### src/rtl/pds_pkg.sv
package pds_pkg;

  // Sequencer position; the three middle values are also the step kinds.
  typedef enum logic [2:0] {
    STP_IDLE = 3'd0,
    STP_ISO  = 3'd1,
    STP_RST  = 3'd2,
    STP_PWR  = 3'd3,
    STP_DONE = 3'd4
  } step_e;

  // Software word select.
  typedef enum logic [1:0] {
    RA_PWR  = 2'd0,
    RA_ISO  = 2'd1,
    RA_RST  = 2'd2,
    RA_NONE = 2'd3
  } reg_addr_e;

endpackage

### src/rtl/pds_mask_sel.sv
module pds_mask_sel #(
  parameter int NUM_DOM = 3,
  parameter int REG_W   = 32,
  parameter int DOM_W   = 2,
  parameter logic [NUM_DOM*REG_W-1:0] PWR_MASKS = '0,
  parameter logic [NUM_DOM*REG_W-1:0] ISO_MASKS = '0,
  parameter logic [NUM_DOM*REG_W-1:0] RST_MASKS = '0
) (
  input  logic [DOM_W-1:0] sel,
  output logic [REG_W-1:0] m_pwr,
  output logic [REG_W-1:0] m_iso,
  output logic [REG_W-1:0] m_rst
);

  logic [REG_W-1:0] pwr_tab [NUM_DOM];
  logic [REG_W-1:0] iso_tab [NUM_DOM];
  logic [REG_W-1:0] rst_tab [NUM_DOM];

  for (genvar g = 0; g < NUM_DOM; g++) begin : g_tab
    assign pwr_tab[g] = PWR_MASKS[g*REG_W +: REG_W];
    assign iso_tab[g] = ISO_MASKS[g*REG_W +: REG_W];
    assign rst_tab[g] = RST_MASKS[g*REG_W +: REG_W];
  end

  always_comb begin
    m_pwr = '0;
    m_iso = '0;
    m_rst = '0;
    for (int i = 0; i < NUM_DOM; i++) begin
      if (sel == DOM_W'(i)) begin
        m_pwr = pwr_tab[i];
        m_iso = iso_tab[i];
        m_rst = rst_tab[i];
      end
    end
  end

endmodule

### src/rtl/pds_fsm.sv
module pds_fsm
  import pds_pkg::*;
#(
  parameter int NUM_DOM = 3,
  parameter int DOM_W   = 2
) (
  input  logic             clk,
  input  logic             rst_n,
  input  logic             req_valid,
  input  logic             req_on,
  input  logic [DOM_W-1:0] req_dom,
  input  logic             iso_nz,
  input  logic             rst_nz,
  output logic             busy,
  output logic             done,
  output logic             step_en,
  output step_e            step,
  output logic             step_on,
  output logic [DOM_W-1:0] dom_q
);

  step_e            state_q, state_d;
  logic             on_q, on_d;
  logic [DOM_W-1:0] dom_d;
  logic             dom_ok;
  logic             accept;

  assign dom_ok = ({1'b0, req_dom} < (DOM_W+1)'(NUM_DOM));
  assign accept = (state_q == STP_IDLE) && req_valid && dom_ok;

  always_comb begin
    state_d = state_q;
    unique case (state_q)
      STP_IDLE: begin
        if (accept) begin
          if (req_on)      state_d = STP_PWR;
          else if (iso_nz) state_d = STP_ISO;
          else if (rst_nz) state_d = STP_RST;
          else             state_d = STP_PWR;
        end
      end
      STP_ISO: begin
        if (on_q)        state_d = STP_DONE;
        else if (rst_nz) state_d = STP_RST;
        else             state_d = STP_PWR;
      end
      STP_RST: begin
        if (!on_q)       state_d = STP_PWR;
        else if (iso_nz) state_d = STP_ISO;
        else             state_d = STP_DONE;
      end
      STP_PWR: begin
        if (!on_q)       state_d = STP_DONE;
        else if (rst_nz) state_d = STP_RST;
        else if (iso_nz) state_d = STP_ISO;
        else             state_d = STP_DONE;
      end
      STP_DONE: state_d = STP_IDLE;
      default:  state_d = STP_IDLE;
    endcase
  end

  assign on_d  = accept ? req_on  : on_q;
  assign dom_d = accept ? req_dom : dom_q;

  always_ff @(posedge clk or negedge rst_n) begin
    if (!rst_n) begin
      state_q <= STP_IDLE;
      on_q    <= 1'b0;
      dom_q   <= '0;
    end else begin
      state_q <= state_d;
      if (accept) begin
        on_q  <= on_d;
        dom_q <= dom_d;
      end
    end
  end

  assign busy    = (state_q != STP_IDLE);
  assign done    = (state_q == STP_DONE);
  assign step_en = (state_q == STP_ISO) || (state_q == STP_RST) || (state_q == STP_PWR);
  assign step    = state_q;
  assign step_on = on_q;


  done_single_chk: assert property (@(posedge clk) disable iff (!rst_n)
    done |=> !done);


  done_after_step_chk: assert property (@(posedge clk) disable iff (!rst_n)
    $rose(done) |-> $past(step_en));


  busy_holds_target_chk: assert property (@(posedge clk) disable iff (!rst_n)
    (busy && req_valid) |=> ($stable(dom_q) && $stable(on_q)));


  bad_dom_ignored_chk: assert property (@(posedge clk) disable iff (!rst_n)
    (!busy && req_valid && !dom_ok) |=> !busy);

endmodule

### src/rtl/pds_regfile.sv
module pds_regfile
  import pds_pkg::*;
#(
  parameter int REG_W = 32
) (
  input  logic             clk,
  input  logic             rst_n,
  input  logic             busy,
  input  logic             sw_we,
  input  logic [1:0]       sw_addr,
  input  logic [REG_W-1:0] sw_wdata,
  input  logic             step_en,
  input  step_e            step,
  input  logic             step_on,
  input  logic [REG_W-1:0] m_pwr,
  input  logic [REG_W-1:0] m_iso,
  input  logic [REG_W-1:0] m_rst,
  output logic [REG_W-1:0] pwr_q,
  output logic [REG_W-1:0] iso_q,
  output logic [REG_W-1:0] rst_q,
  output logic [REG_W-1:0] rdata
);

  logic [REG_W-1:0] pwr_d, iso_d, rst_d;
  logic             sw_ok;
  logic             upd_en;

  assign sw_ok  = sw_we && !busy;
  assign upd_en = step_en || sw_ok;

  always_comb begin
    pwr_d = pwr_q;
    iso_d = iso_q;
    rst_d = rst_q;
    if (step_en) begin
      unique case (step)
        STP_ISO: iso_d = step_on ? (iso_q | m_iso) : (iso_q & ~m_iso);
        STP_RST: rst_d = step_on ? (rst_q | m_rst) : (rst_q & ~m_rst);
        STP_PWR: pwr_d = step_on ? (pwr_q & ~m_pwr) : (pwr_q | m_pwr);
        default: ;
      endcase
    end else if (sw_ok) begin
      unique case (reg_addr_e'(sw_addr))
        RA_PWR:  pwr_d = sw_wdata;
        RA_ISO:  iso_d = sw_wdata;
        RA_RST:  rst_d = sw_wdata;
        default: ;
      endcase
    end
  end

  always_ff @(posedge clk or negedge rst_n) begin
    if (!rst_n) begin
      pwr_q <= '0;
      iso_q <= '1;
      rst_q <= '1;
    end else if (upd_en) begin
      pwr_q <= pwr_d;
      iso_q <= iso_d;
      rst_q <= rst_d;
    end
  end

  always_comb begin
    unique case (reg_addr_e'(sw_addr))
      RA_PWR:  rdata = pwr_q;
      RA_ISO:  rdata = iso_q;
      RA_RST:  rdata = rst_q;
      default: rdata = '0;
    endcase
  end


  masked_bits_only_chk: assert property (@(posedge clk) disable iff (!rst_n)
    step_en |=> ((((pwr_q ^ $past(pwr_q)) & ~$past(m_pwr)) |
                  ((iso_q ^ $past(iso_q)) & ~$past(m_iso)) |
                  ((rst_q ^ $past(rst_q)) & ~$past(m_rst))) == '0));


  busy_write_blocked_chk: assert property (@(posedge clk) disable iff (!rst_n)
    (busy && !step_en) |=> ($stable(pwr_q) && $stable(iso_q) && $stable(rst_q)));

endmodule

### src/rtl/pwr_domain_seq.sv
module pwr_domain_seq
  import pds_pkg::*;
#(
  parameter int NUM_DOM = 3,
  parameter int REG_W   = 32,
  parameter logic [NUM_DOM*REG_W-1:0] PWR_MASKS = {32'h0000_0001, 32'h0000_0004, 32'h0000_0008},
  parameter logic [NUM_DOM*REG_W-1:0] ISO_MASKS = {32'h0000_0000, 32'h0000_0002, 32'h0000_0001},
  parameter logic [NUM_DOM*REG_W-1:0] RST_MASKS = {32'h0000_0000, 32'h0004_0000, 32'h0001_0000},
  localparam int DOM_W = (NUM_DOM > 1) ? $clog2(NUM_DOM) : 1
) (
  input  logic               clk,
  input  logic               rst_n,
  input  logic               req_valid,
  input  logic               req_on,
  input  logic [DOM_W-1:0]   req_dom,
  input  logic               reg_we,
  input  logic [1:0]         reg_addr,
  input  logic [REG_W-1:0]   reg_wdata,
  output logic [REG_W-1:0]   reg_rdata,
  output logic [REG_W-1:0]   pwr_down,
  output logic [REG_W-1:0]   iso_en_n,
  output logic [REG_W-1:0]   unit_rst_n,
  output logic [NUM_DOM-1:0] dom_on,
  output logic               busy,
  output logic               done
);

  logic [1:0]       rsync_q;
  logic             srst_n;
  logic [DOM_W-1:0] dom_q;
  logic [DOM_W-1:0] mask_sel;
  logic [REG_W-1:0] m_pwr, m_iso, m_rst;
  logic             step_en, step_on;
  step_e            step;

  always_ff @(posedge clk or negedge rst_n) begin
    if (!rst_n) rsync_q <= 2'b00;
    else        rsync_q <= {rsync_q[0], 1'b1};
  end
  assign srst_n = rsync_q[1];

  // While idle the masks describe the incoming request; while busy, the latched domain.
  assign mask_sel = busy ? dom_q : req_dom;

  pds_mask_sel #(
    .NUM_DOM(NUM_DOM), .REG_W(REG_W), .DOM_W(DOM_W),
    .PWR_MASKS(PWR_MASKS), .ISO_MASKS(ISO_MASKS), .RST_MASKS(RST_MASKS)
  ) u_masks (
    .sel   (mask_sel),
    .m_pwr (m_pwr),
    .m_iso (m_iso),
    .m_rst (m_rst)
  );

  pds_fsm #(.NUM_DOM(NUM_DOM), .DOM_W(DOM_W)) u_fsm (
    .clk       (clk),
    .rst_n     (srst_n),
    .req_valid (req_valid),
    .req_on    (req_on),
    .req_dom   (req_dom),
    .iso_nz    (|m_iso),
    .rst_nz    (|m_rst),
    .busy      (busy),
    .done      (done),
    .step_en   (step_en),
    .step      (step),
    .step_on   (step_on),
    .dom_q     (dom_q)
  );

  pds_regfile #(.REG_W(REG_W)) u_regs (
    .clk      (clk),
    .rst_n    (srst_n),
    .busy     (busy),
    .sw_we    (reg_we),
    .sw_addr  (reg_addr),
    .sw_wdata (reg_wdata),
    .step_en  (step_en),
    .step     (step),
    .step_on  (step_on),
    .m_pwr    (m_pwr),
    .m_iso    (m_iso),
    .m_rst    (m_rst),
    .pwr_q    (pwr_down),
    .iso_q    (iso_en_n),
    .rst_q    (unit_rst_n),
    .rdata    (reg_rdata)
  );

  for (genvar g = 0; g < NUM_DOM; g++) begin : g_on
    assign dom_on[g] = ~|(pwr_down & PWR_MASKS[g*REG_W +: REG_W]);
  end


  off_order_chk: assert property (@(posedge clk) disable iff (!srst_n)
    (step_en && step == STP_PWR && !step_on) |->
      (((iso_en_n & m_iso) == '0) && ((unit_rst_n & m_rst) == '0)));


  on_order_chk: assert property (@(posedge clk) disable iff (!srst_n)
    (step_en && step == STP_ISO && step_on) |->
      (((pwr_down & m_pwr) == '0) && ((unit_rst_n & m_rst) == m_rst)));


  pwr_step_runs_chk: assert property (@(posedge clk) disable iff (!srst_n)
    (done && !$past(done)) |-> $past(step_en));

endmodule

### config.mk
export PLATFORM = sky130hd
export DESIGN_NAME = pwr_domain_seq
export DESIGN_NICKNAME = d
export VERILOG_FILES = /design/src/rtl/pds_pkg.sv /design/src/rtl/pds_mask_sel.sv /design/src/rtl/pds_fsm.sv /design/src/rtl/pds_regfile.sv /design/src/rtl/pwr_domain_seq.sv
export SDC_FILE = /design/constraint.sdc
export NUM_CORES = 1
export LEC_CHECK = 0
export ABC_AREA = 0
export ABC_CLOCK_PERIOD_IN_PS = 4700
export BUFFER_PORTS_ARGS = -buffer_cell sky130_fd_sc_hd__buf_4
export CAP_MARGIN = 30
export CORE_MARGIN = 8
export CORE_UTILIZATION = 50
export CTS_CLUSTER_DIAMETER = 40
export CTS_CLUSTER_SIZE = 16
export DETAILED_ROUTE_END_ITERATION = 16
export PLACE_DENSITY = 0.79
export SKIP_CTS_REPAIR_TIMING = 1
export SLEW_MARGIN = 30
export SYNTH_ARGS = -nofsm -noshare
export SYNTH_HDL_FRONTEND = slang
export SYNTH_SLANG_ARGS = --single-unit
### constraint.sdc
create_clock -name clk -period 4.7 [get_ports clk]
set_input_delay 0.235 -clock clk [delete_from_list [all_inputs] [get_ports clk]]
set_output_delay 0.235 -clock clk [all_outputs]
set_load 0.01 [all_outputs]
==> flow_summary.yaml <==
setup_path:
  critical_path_class: "flop to flop"
  start_kind: "flop"
  path_max_fanout: 19
  arrival_ps: 2680
  required_ps: 4940
  setup.worst_path.end_class: "flop"
synth:
  synth_seq_area_share: 0.5524
  async_flop_share: 1.000
  synth_edf_count: 0
  ys.flop_type: "dfstp_2"
  syn_avg_cell_area_sq_um: 9.930
  ys_ff_latch: 104
  syn-cell-area_sq_mm: 0.004856
  yosys_warnings: 0
  synth_cell_types: 33
  syn_nets: 530
  synth_cells: 489
clock_network:
  clock_sinks: 104
  clock_path_buffers: 2
  cts.htree.levels: 3
  insertion_delay_ps: 360
  cts_tree: "built"
  numCtsBuffers: 9
  cts_root_buffer: "clkbuf_8"
  cts.clk_slew.worst_paths_ps: 100
power_and_ir_drop:
  power_density_mw_per_mm2: 684.0
  leakage_nw: 3.008
  power_mw: 4.428
  ir_worst_vdd_mv: 0.3236
floorplanning:
  die_area_sq_mm: 0.01312
  floorplan.initialDensity: 0.5061
  num_rows: 36
  pin_count: 174
  dieWidth_um: 114.6
  die_y_um: 114.6
  core_sq_mm: 0.009594
global_route:
  grt_overflow_total: 0
  grt_pass1_wl_um: 22000
  grt_usage: 0.2084
  grt_antenna_before_repair: 0
  grt_pass1_vias: 4351
  grt_max_degree: 61
detailed_routing:
  avgRoutedWirePerCell_um: 17.53
  wl_um: 13690
  dr.first_iter.drc_count: 266
  ant_nets: 0
  dr_total_vias: 4195
  viasPerCell: 5.371
  dr.pass1.iters: 5
  drc_errors: 0
timing:
  slew_viol_final: 0
  fin_skew_ps: 13.89
  rsz0062_at_grt: "false"
  timing.slew.headroom: 0.4010
  post-route-period-util: 0.5191
  fin_tns_setup_ps: 0
  hold_viol_final: 0
  max_slew.worst_pin.slew_ps: 896.6
  max_freq_ghz: 0.4099
  post-route-min-period_ps: 2440
  setup_viol: 0
finish:
  antennaDiodeCount: 0
  fin_nets: 685
  fin_cells: 781
  area_growth_pct: 33.32
  num-fill-cells: 782
  drive_above_1_share: 0.4120
run:
  maxCapViolCount: 0
placed_design:
  io_buffers: 173
  dpl.cell_count: 765
  hpwl_um: 9913
  finalWeightedCongestion: 0.8526
run_status:
  outcome: "completed"
hold_path:
  min_path_type: "input port to flop"
==> layout by cell type, fill, tap and decap left out, types with 3 or more instances in the layout <==
cell type  count
o21ai_1       10
a211oi_1       3
clkbuf_8       9
o21ai_0       87
mux2_1        28
dfrtp_1       39
mux2i_1       34
nand3b_1       4
nand2b_1       3
inv_1          7
nor2_1         5
dfstp_2       64
nand2_1      131
mux2_2         4
a21oi_1       13
buf_4        177
==> Yosys cell counts, types with 4 or more instances <==
master | n | share of area
clkbuf_1 | 24 | 0.019
mux2i_1 | 34 | 0.070
nand2_1 | 131 | 0.10
dfstp_2 | 64 | 0.35
mux2_2 | 4 | 0.0093
nand3b_1 | 4 | 0.0062
buf_2 | 10 | 0.010
o21ai_1 | 10 | 0.010
dfrtp_1 | 40 | 0.21
o21ai_0 | 87 | 0.090
a21oi_1 | 13 | 0.013
inv_1 | 7 | 0.0054
mux2_1 | 28 | 0.065
nor2_1 | 5 | 0.0039
==> where the power goes <==
part           internal [mW]  switching (mW)  total, mW
registers               1.48           0.408       1.88
logic                  0.976           0.980       1.96
clock network          0.299           0.289      0.588
total                   2.75            1.68       4.43
==> layer usage <==
layer  part of all wire  vias up  global-route usage
met4              0.016        0             0.06300
met3              0.080       20             0.06909
li1                   -     1982                   -
met2               0.50      154              0.3536
met1               0.40     2039              0.2439
met5                  0        -                   0
==> area by class of cell <==
cell class	instances	area [sq um]	share of cell area
flip-flops and latches	104	2686	0.4150
multi-input cells	343	2019	0.3119
repair buffers	179	1366	0.2111
well taps	133	166.4	0.02571
clock buffers	10	127.6	0.01971
clock inverters	5	81.33	0.01256
inverters	7	26.28	0.004059
==> stage by stage <==
step	setup WS [ps]	hold slack, ps	utilization	instance area [sq um]
after global placement	1741	17.14	0.6483	6220
after CTS	2242	-363.6	0.6737	6464
final	2260	91.97	0.6748	6474
after global routing	2116	74.89	0.6748	6474
after detailed placement	2071	21.76	0.6519	6255
after floorplan	1700	-60.59	-	4856
==> cell families (layout without fill, tap and decap cells) <==
kind of cell / count (synthesis) / after routing / synth area share
and+or+nand+nor: 152 / 152 / 0.1294
AOI/OAI and AO/OA: 124 / 124 / 0.1373
DFF: 104 / 104 / 0.5524
muxes: 66 / 66 / 0.1443
buffers and inverters: 42 / 201 / 0.03582
other: 1 / 1 / 0.0007723
==> flip-flops by register name, summed over array words and instances, names as in the netlist, named ones only <==
name,cells
u_regs.iso_q,30
u_regs.rst_q,30
u_regs.pwr_q,29
u_fsm.step,3
rsync_q,2
u_fsm.dom_q,2
u_fsm.step_on,1
==> critical path, cell delays in order (launching register included) <==
cell and delay, ps:
dfrtp_1 540, nor3_4 430, nand3_2 530, buf_16 360
o21ai_0 120, mux2_2 360
==> final timing paths <==
path                       slack, ps          endpoint           from  cells past startpoint
max                             2260              flop  u_fsm.step[1]                      5
min                               90  u_regs.pwr_q[24]  reg_wdata[24]                      2
max reg2reg                     2260              flop  u_fsm.step[1]                      5
min reg2reg                      380        rsync_q[1]     rsync_q[0]                      0
max in group asynchronous       3260  u_regs.iso_q[15]     rsync_q[1]                      1
min in group asynchronous        200        rsync_q[1]          rst_n                      2
Note: power is estimated with default switching activity, not from simulation.
